[config.mk]
export PLATFORM = sky130hd
export DESIGN_NAME = rvdec_top
export DESIGN_NICKNAME = d
export VERILOG_FILES = /design/src/rtl/rvdec_pkg.sv /design/src/rtl/rvdec_fields.sv /design/src/rtl/rvdec_ctrl.sv /design/src/rtl/rvdec_immgen.sv /design/src/rtl/rvdec_top.sv
export SDC_FILE = /design/constraint.sdc
export NUM_CORES = 1
export LEC_CHECK = 0
export BUFFER_PORTS_ARGS = -buffer_cell sky130_fd_sc_hd__buf_2
export CELL_PAD_IN_SITES_DETAIL_PLACEMENT = 2
export CELL_PAD_IN_SITES_GLOBAL_PLACEMENT = 2
export CORE_UTILIZATION = 17
export DETAILED_ROUTE_END_ITERATION = 8
export GPL_TIMING_DRIVEN = 0
export PLACE_DENSITY_LB_ADDON = 0.1
export SLEW_MARGIN = 5
export SYNTH_ARGS = -nofsm -noshare
export SYNTH_HDL_FRONTEND = slang
export SYNTH_SLANG_ARGS = --single-unit
export TNS_END_PERCENT = 30
[constraint.sdc]
create_clock -name vclk -period 3.4
set_clock_uncertainty 0.15 [all_clocks]
set_input_delay 0.17 -clock vclk [all_inputs]
set_output_delay 0.17 -clock vclk [all_outputs]
set_load 0.01 [all_outputs]
[src/rtl/rvdec_pkg.sv]
package rvdec_pkg;

    localparam logic [6:0] OPC_OP     = 7'b0110011;
    localparam logic [6:0] OPC_OP_IMM = 7'b0010011;
    localparam logic [6:0] OPC_LOAD   = 7'b0000011;
    localparam logic [6:0] OPC_STORE  = 7'b0100011;
    localparam logic [6:0] OPC_BRANCH = 7'b1100011;
    localparam logic [6:0] OPC_LUI    = 7'b0110111;
    localparam logic [6:0] OPC_JAL    = 7'b1101111;

    typedef enum logic [3:0] {
        ALU_ADD   = 4'd0,
        ALU_SUB   = 4'd1,
        ALU_SLL   = 4'd2,
        ALU_SLT   = 4'd3,
        ALU_SLTU  = 4'd4,
        ALU_XOR   = 4'd5,
        ALU_SRL   = 4'd6,
        ALU_SRA   = 4'd7,
        ALU_OR    = 4'd8,
        ALU_AND   = 4'd9,
        ALU_PASSB = 4'd10
    } alu_op_e;

    typedef enum logic [1:0] {
        WB_ALU = 2'd0,
        WB_MEM = 2'd1,
        WB_PC4 = 2'd2
    } wb_sel_e;

    typedef enum logic [2:0] {
        FMT_NONE = 3'd0,
        FMT_I    = 3'd1,
        FMT_S    = 3'd2,
        FMT_B    = 3'd3,
        FMT_U    = 3'd4,
        FMT_J    = 3'd5
    } imm_fmt_e;

    typedef struct packed {
        logic     rf_we;
        logic     dm_we;
        logic     dm_re;
        logic     op1_pc;
        logic     op2_imm;
        alu_op_e  alu_op;
        wb_sel_e  wb_sel;
        logic     do_branch;
        logic     do_jump;
        imm_fmt_e fmt;
    } ctrl_t;

    // funct3 to ALU operation; alt is instruction bit 30, sub_ok marks register form
    function automatic alu_op_e funct_to_alu(input logic [2:0] f3, input logic alt,
                                             input logic sub_ok);
        alu_op_e op;
        case (f3)
            3'b000:  op = (alt && sub_ok) ? ALU_SUB : ALU_ADD;
            3'b001:  op = ALU_SLL;
            3'b010:  op = ALU_SLT;
            3'b011:  op = ALU_SLTU;
            3'b100:  op = ALU_XOR;
            3'b101:  op = alt ? ALU_SRA : ALU_SRL;
            3'b110:  op = ALU_OR;
            default: op = ALU_AND;
        endcase
        return op;
    endfunction

endpackage

[src/rtl/rvdec_fields.sv]
module rvdec_fields
    import rvdec_pkg::*;
#(
    parameter int unsigned IDX_W = 5
) (
    input  logic [31:0]      instr,
    output logic [6:0]       opcode,
    output logic [2:0]       funct3,
    output logic             alt_bit,
    output logic [IDX_W-1:0] rs1_idx,
    output logic [IDX_W-1:0] rs2_idx,
    output logic [IDX_W-1:0] rd_idx
);
    localparam int unsigned RD_LO  = 7;
    localparam int unsigned RS1_LO = 15;
    localparam int unsigned RS2_LO = 20;

    logic unused_hi;

    always_comb begin
        opcode  = instr[6:0];
        funct3  = instr[14:12];
        alt_bit = instr[30];
        rd_idx  = instr[RD_LO  +: IDX_W];
        rs1_idx = instr[RS1_LO +: IDX_W];
        rs2_idx = instr[RS2_LO +: IDX_W];
    end

    assign unused_hi = ^{instr[31], instr[29:25]};

endmodule

[src/rtl/rvdec_ctrl.sv]
module rvdec_ctrl
    import rvdec_pkg::*;
(
    input  logic [6:0] opcode,
    input  logic [2:0] funct3,
    input  logic       alt_bit,
    output ctrl_t      ctrl
);
    always_comb begin
        ctrl           = '0;
        ctrl.alu_op    = ALU_ADD;
        ctrl.wb_sel    = WB_ALU;
        ctrl.fmt       = FMT_NONE;
        case (opcode)
            OPC_OP: begin
                ctrl.rf_we  = 1'b1;
                ctrl.alu_op = funct_to_alu(funct3, alt_bit, 1'b1);
            end
            OPC_OP_IMM: begin
                ctrl.rf_we   = 1'b1;
                ctrl.op2_imm = 1'b1;
                ctrl.alu_op  = funct_to_alu(funct3, alt_bit, 1'b0);
                ctrl.fmt     = FMT_I;
            end
            OPC_LOAD: begin
                ctrl.rf_we   = 1'b1;
                ctrl.dm_re   = 1'b1;
                ctrl.op2_imm = 1'b1;
                ctrl.wb_sel  = WB_MEM;
                ctrl.fmt     = FMT_I;
            end
            OPC_STORE: begin
                ctrl.dm_we   = 1'b1;
                ctrl.op2_imm = 1'b1;
                ctrl.fmt     = FMT_S;
            end
            OPC_BRANCH: begin
                ctrl.do_branch = 1'b1;
                ctrl.op1_pc    = 1'b1;
                ctrl.op2_imm   = 1'b1;
                ctrl.fmt       = FMT_B;
            end
            OPC_LUI: begin
                ctrl.rf_we   = 1'b1;
                ctrl.op2_imm = 1'b1;
                ctrl.alu_op  = ALU_PASSB;
                ctrl.fmt     = FMT_U;
            end
            OPC_JAL: begin
                ctrl.rf_we   = 1'b1;
                ctrl.do_jump = 1'b1;
                ctrl.op1_pc  = 1'b1;
                ctrl.op2_imm = 1'b1;
                ctrl.wb_sel  = WB_PC4;
                ctrl.fmt     = FMT_J;
            end
            default: ;
        endcase
    end

endmodule

[src/rtl/rvdec_immgen.sv]
module rvdec_immgen
    import rvdec_pkg::*;
#(
    parameter int unsigned XLEN = 32
) (
    input  logic [31:0]     instr,
    input  imm_fmt_e        fmt,
    output logic [XLEN-1:0] imm
);
    localparam int unsigned SHORT_W = 12;
    localparam int unsigned BR_W    = 13;
    localparam int unsigned JMP_W   = 21;
    localparam int unsigned UP_W    = 32;

    logic [SHORT_W-1:0] raw_i;
    logic [SHORT_W-1:0] raw_s;
    logic [BR_W-1:0]    raw_b;
    logic [JMP_W-1:0]   raw_j;
    logic [UP_W-1:0]    raw_u;
    logic               unused_lo;

    always_comb begin
        raw_i = instr[31:20];
        raw_s = {instr[31:25], instr[11:7]};
        raw_b = {instr[31], instr[7], instr[30:25], instr[11:8], 1'b0};
        raw_j = {instr[31], instr[19:12], instr[20], instr[30:21], 1'b0};
        raw_u = {instr[31:12], 12'b0};
    end

    always_comb begin
        case (fmt)
            FMT_I:   imm = {{(XLEN-SHORT_W){raw_i[SHORT_W-1]}}, raw_i};
            FMT_S:   imm = {{(XLEN-SHORT_W){raw_s[SHORT_W-1]}}, raw_s};
            FMT_B:   imm = {{(XLEN-BR_W){raw_b[BR_W-1]}}, raw_b};
            FMT_J:   imm = {{(XLEN-JMP_W){raw_j[JMP_W-1]}}, raw_j};
            FMT_U:   imm = XLEN'($signed(raw_u));
            default: imm = '0;
        endcase
    end

    assign unused_lo = ^instr[6:0];

endmodule

[src/rtl/rvdec_top.sv]
module rvdec_top
    import rvdec_pkg::*;
#(
    parameter int unsigned XLEN = 32
) (
    input  logic [31:0]     instr,
    output logic [4:0]      rs1_idx,
    output logic [4:0]      rs2_idx,
    output logic [4:0]      rd_idx,
    output logic [2:0]      funct3,
    output logic [XLEN-1:0] imm,
    output logic            rf_we,
    output logic            dm_we,
    output logic            dm_re,
    output logic            op1_pc,
    output logic            op2_imm,
    output logic [3:0]      alu_op,
    output logic [1:0]      wb_sel,
    output logic            do_branch,
    output logic            do_jump
);
    localparam int unsigned IDX_W = 5;

    logic [6:0] opcode;
    logic       alt_bit;
    ctrl_t      ctrl;

    rvdec_fields #(.IDX_W(IDX_W)) u_fields (
        .instr   (instr),
        .opcode  (opcode),
        .funct3  (funct3),
        .alt_bit (alt_bit),
        .rs1_idx (rs1_idx),
        .rs2_idx (rs2_idx),
        .rd_idx  (rd_idx)
    );

    rvdec_ctrl u_ctrl (
        .opcode  (opcode),
        .funct3  (funct3),
        .alt_bit (alt_bit),
        .ctrl    (ctrl)
    );

    rvdec_immgen #(.XLEN(XLEN)) u_imm (
        .instr (instr),
        .fmt   (ctrl.fmt),
        .imm   (imm)
    );

    always_comb begin
        rf_we     = ctrl.rf_we;
        dm_we     = ctrl.dm_we;
        dm_re     = ctrl.dm_re;
        op1_pc    = ctrl.op1_pc;
        op2_imm   = ctrl.op2_imm;
        alu_op    = ctrl.alu_op;
        wb_sel    = ctrl.wb_sel;
        do_branch = ctrl.do_branch;
        do_jump   = ctrl.do_jump;
    end

endmodule

==> metrics.md, run 1 <==
| Metric | Value |
|---|---|
| Drt total wl | ~3.4 mm |
| Fin crit share | approximately half |
| Post-CTS Hold Fix Bufs | 0 |
| Max_cap viols | 0 |
| Failing checks | DRC |
| CP max FO | 10 |
| WP data arrival | roughly 1400 ps |
| Fill count | 552 |
| Yosys warning count | 0 |
| Remaining antenna violation count | 0 |
| Placeable Area | around 4400 sq um |
| Commonest cells post-synth | 22 x buf_4, 15 x a22o_1, 11 x a21o_1, 7 x and2_1, 3 x buf_6 |
| Hold Violations, Final | 0 |
| Pwr/cell area | 84.2 nW/um^2 |
| Netlist cell types | 36 |
| DRC violations left | 14 |
| First-pass GRT wire length | 5.60 mm |
| Pre-CTS setup slack | around 1600 ps |
| Setup TNS | 0 ps |
| Max Clk Rate | roughly 0.57 GHz |
| Setup violators final | 0 |
| Site Rows | 24 |
| Clk_buf instances | 0 |
| Final min period | 1760 ps |
| Mean Syn Cell Area | a little over 8 sq um |
| Port Buffers | 93 |
| Worst vdd ir | between 0.00003 and 0.00004 V |
| Hold crit path type | input pin to output pin |
| Share of cells above drive strength 1 | between 60% and 70% |
| Initial antenna violation count | 0 |
| Die area | 5030 sq um |
| Run status | finished, violations left |
| Vias | about 1100 |
| Vias/cell | about 4.6 |
| Kind of start point of the critical path | input pin |
| Sequential area share after synthesis | 0% |
| Die W | 70.9 um |
| CP Launch Point | instr[3] |
| GRT Overall Usage | 13.2% |
| Worst EP required | 3080 ps |
| Leakage | 0.849 nW |
| Top cell type's share of synthesized area | between 20% and 30% |
| DP HPWL | approximately 2.9 mm |
| RSZ-0062 raised after global routing | false |
| Dominant cell by count in the synthesized netlist | buf_4 |
| Post-CTS sizing | 0 |
| Postcts setup bufs | 0 |
| Drt wl/cell | roughly 14 um |
| Final nets | between 200 and 250 |
| Dpl cell area | roughly 1300 sq um |
| Largest net degree at the start of global routing | 11 |
| Sequential cells | 0 |
| DIE HEIGHT | 70.9 um |
| Area leader, netlist | buf_4 |
| Max_slew headroom | between 70% and 80% |
| Storage element area | 0 sq um |
| Gr ovfl total | 0 |
| Synthesized Nets | 130 |
| TritonRoute pass-1 iters | 7 |
| Vias in the first global route | between 1000 and 1500 |
| CP endpoint kind | output pin |
| Syn-to-layout area delta | 65.7% |
| Synth Instances | 98 |
| Post-route cell area | roughly 1300 sq um |
| Ranking of synthesized cells by area | buf_4 20%, a22o_1 16%, a21o_1 10%, and2_1 5.4%, buf_6 4.2% |
| Syn Std Cell Area | 807 sq um |
| Initial DRC count | 44 |
| Worst hold start | instr[18] |
| PnR worst setup slack | 1640 ps |
| Slew Viols, Final | 0 |
| Setup CP Type | input pin to output pin |
| Worst slew pin tran | between 400 and 500 ps |
| Routability cong. | a little over 0.7 |
| IO Pins | 95 |
| Starting density of the core | between 15 and 20% |
| N_diodes | 0 |
report_power, final:
part           total (mW)  switching [mW]  internal (mW)
combinational       0.113          0.0564         0.0562
sequential              0               0              0
clock                   0               0              0
total               0.113          0.0564         0.0562
area by class of cell:
cell class | count | area (sq um) | area share (%)
multi-input combinational | 70 | 596 | 44.5
timing repair buffer | 93 | 465 | 34.8
buffer | 27 | 208 | 15.5
tap | 52 | 65.1 | 4.86
inverter | 1 | 3.75 | 0.281
stage by stage:
stage | power (mW) | std cells | utilization, % | hold WS [ps]
6_report | 0.113 | 243 | 30.1 | 477
5_1_grt | 0.123 | 243 | 30.1 | 493
3_5_place_dp | 0.114 | 243 | 30.1 | 481
4_1_cts | 0.115 | 243 | 30.1 | 481
2_1_floorplan | 0.0612 | 98 | - | 245
3_3_place_gp | 0.111 | 243 | 30.1 | 477
routing by layer:
layer | part of all wire (%) | track usage (%) | up-vias | routed length (um)
met3 | 8.5 | 1.28 | 0 | 287
met2 | 51 | 25.7 | 56 | 1730
met4 | 0 | 0 | 0 | 0
met1 | 40 | 16.5 | 525 | 1370
li1 | - | - | 540 | -
met5 | 0 | 0 | - | 0
worst paths after layout:
path	slack, ps	cells after the start	end
setup / recovery	1640	6	imm[4]
hold / removal	480	3	rs1_idx[3]
layout by cell type (no fill, tap or decap), types with 2 or more instances in the layout:
| cell | count |
|---|---|
| buf_2 | 94 |
| a22o_1 | 15 |
| or3b_4 | 2 |
| nor4_1 | 2 |
| buf_6 | 3 |
| buf_4 | 22 |
| a21o_1 | 11 |
| a21oi_1 | 2 |
| nand2_1 | 2 |
| o21ai_0 | 2 |
| nor3b_1 | 2 |
| nand3b_1 | 2 |
| o22ai_1 | 2 |
| nor2b_1 | 2 |
| and2_1 | 7 |
critical path, stage by stage:
cell       delay, ps
buf_2            120
nand4bb_4        240
buf_6            170
nor3b_2          380
a22o_1           220
buf_2            140
cell families after synthesis:
kind of cell	synth area share, %
AOI/OAI and AO/OA	40.8
and+or+nand+nor	29.9
buffers and inverters	26.2
muxes	3.10
(Power assumes the default switching activity.)
==> run 2, diff against run 1 <==
CORE_UTILIZATION = 16   (was 17)
clock period = 1.81 ns   (was 3.4 ns; I/O delays follow)
==> run 2 against run 1 <==
  * Global-route usage fell by 0.85 points
  * Power rose by 88%
  * Critical endpoint is now imm[2]
  * The flow now finishes without violations
  * Routed wire length rose by 1.6%
  * Utilization fell by 1.8 points
==> metrics.md, run 2 (synthesized netlist as in run 1, its figures left out) <==
| Metric | Value |
|---|---|
| Storage element area | 0 sq um |
| Pwr/cell area | around 160 nW/um^2 |
| Routability cong. | about 0.69 |
| Drt total wl | about 3.4 mm |
| Drt wl/cell | 13.3 um |
| Top Layer Used | met4 |
| Worst EP required | 1570 ps |
| N_diodes | 0 |
| Placed Instances | between 200 and 300 |
| Most frequent cells in the layout | 94 x buf_2, 22 x buf_4, 15 x a22o_1 |
| Post-CTS Hold Fix Bufs | 0 |
| Sequential cells | 0 |
| Max Clk Rate | 0.626 GHz |
| Max_slew headroom | approximately 70% |
| Hold path depth | 3 |
| Share of cells above drive strength 1 | 68.6% |
| Met3 wire length | between 200 and 250 um |
| Die area | ~5300 sq um |
| GRT Overall Usage | between 10% and 20% |
| Final min period | between 1500 and 2000 ps |
| Routed wl met2 | between 1.5 and 2 mm |
| Multi-input gate area | ~600 sq um |
| Worst vdd ir | around 0.000044 V |
| Fin crit share | ~88% |
| Clk_buf instances | 0 |
| Commonest non-fill, non-tap cell in the layout | buf_2 |
| DP HPWL | between 2 and 3 mm |
| Fin cells | around 260 |
| CP max FO | 10 |
| Vias | approximately 1100 |
| WP data arrival | 1360 ps |
| Crit-path max cell delay | a little under 400 ps |
| TritonRoute pass-1 iters | 3 |
| IO Pins | 95 |
| Setup TNS | 0 ps |
| Fill count | between 600 and 700 |
| Gr ovfl total | 0 |
| Starting density of the core | between 10% and 20% |
| Crit-path most repeated cell | buf_2 |
| Remaining antenna violation count | 0 |
| Leakage | 0.849 nW |
| Die W | 73.0 um |
| Site Rows | 25 |
| Final core utilization | between 20 and 30% |
| Met1 WL | 1.47 mm |
| Crit path cell chain | buf_2, nand4bb_4, buf_6, nor3b_2, a22o_1, buf_2 |
| Vias in the first global route | 1149 |
| Hold crit path type | input pin to output pin |
| Largest net degree at the start of global routing | 11 |
| Port Buffers | 93 |
| DRC violations left | 0 |
| Slew Viols, Final | 0 |
| CP endpoint kind | output pin |
| Initial antenna violation count | 0 |
| Post-CTS sizing | 0 |
| Placeable Area | approximately 4800 sq um |
| Initial DRC count | 17 |
| Max_cap viols | 0 |
| Syn-to-layout area delta | 68.1% |
| Kind of start point of the critical path | input pin |
| Slowest cell on the critical path | nor3b_2 |
| DIE HEIGHT | ~73 um |
| Postcts setup bufs | 0 |
| Run status | complete, no violations |
| First-pass GRT wire length | between 5 and 6 mm |
| Setup violators final | 0 |
| Vias/cell | 4.31 |
| Hold Violations, Final | 0 |
| Setup CP Type | input pin to output pin |
| Worst slew pin tran | approximately 440 ps |
| RSZ-0062 raised after global routing | false |
| Final nets | around 230 |
==> run 2: cell counts in the layout (fill, tap and decap cells not counted) <==
No cell type changed its count.
==> run 2: area by class of cell <==
class                           instances  area share (%)
Multi-Input combinational cell         70            43.9
Timing Repair Buffer                   93            34.3
Buffer                                 27            15.3
Tap cell                               67            6.18
Inverter                                1           0.277
==> run 2: final timing paths <==
path,startpoint,endpoint,slack (ps)
min,instr[18],rs1_idx[3],320
max,instr[3],imm[2],210
==> run 2: routing by layer <==
| layer | vias up | GRT usage (%) |
|---|---|---|
| li1 | 542 | - |
| met2 | 57 | 24.0 |
| met5 | - | 0 |
| met1 | 511 | 14.9 |
| met4 | 0 | 0.654 |
| met3 | 2 | 1.52 |
==> run 2: critical path, delay by kind of cell <==
kind            cells  cell delay [ps]
compound gates      1              210
buf+inv             3              420
simple gates        2              640
==> run 2: through the flow <==
step / hold WS, ps / area [sq um] / power (mW) / worst slack, ps
after detailed placement: 324 / 1360 / 0.216 / 186
after global placement: 318 / 1360 / 0.210 / 224
final: 321 / 1360 / 0.212 / 212
after global routing: 338 / 1360 / 0.233 / 86.8
after floorplan: 86.4 / 807 / 0.115 / 451
after CTS: 324 / 1360 / 0.217 / 185
==> run 2: power breakdown <==
part / switching, mW / total, mW / internal (mW)
Combinational: 0.106 / 0.212 / 0.106
Clock: 0 / 0 / 0
Sequential: 0 / 0 / 0
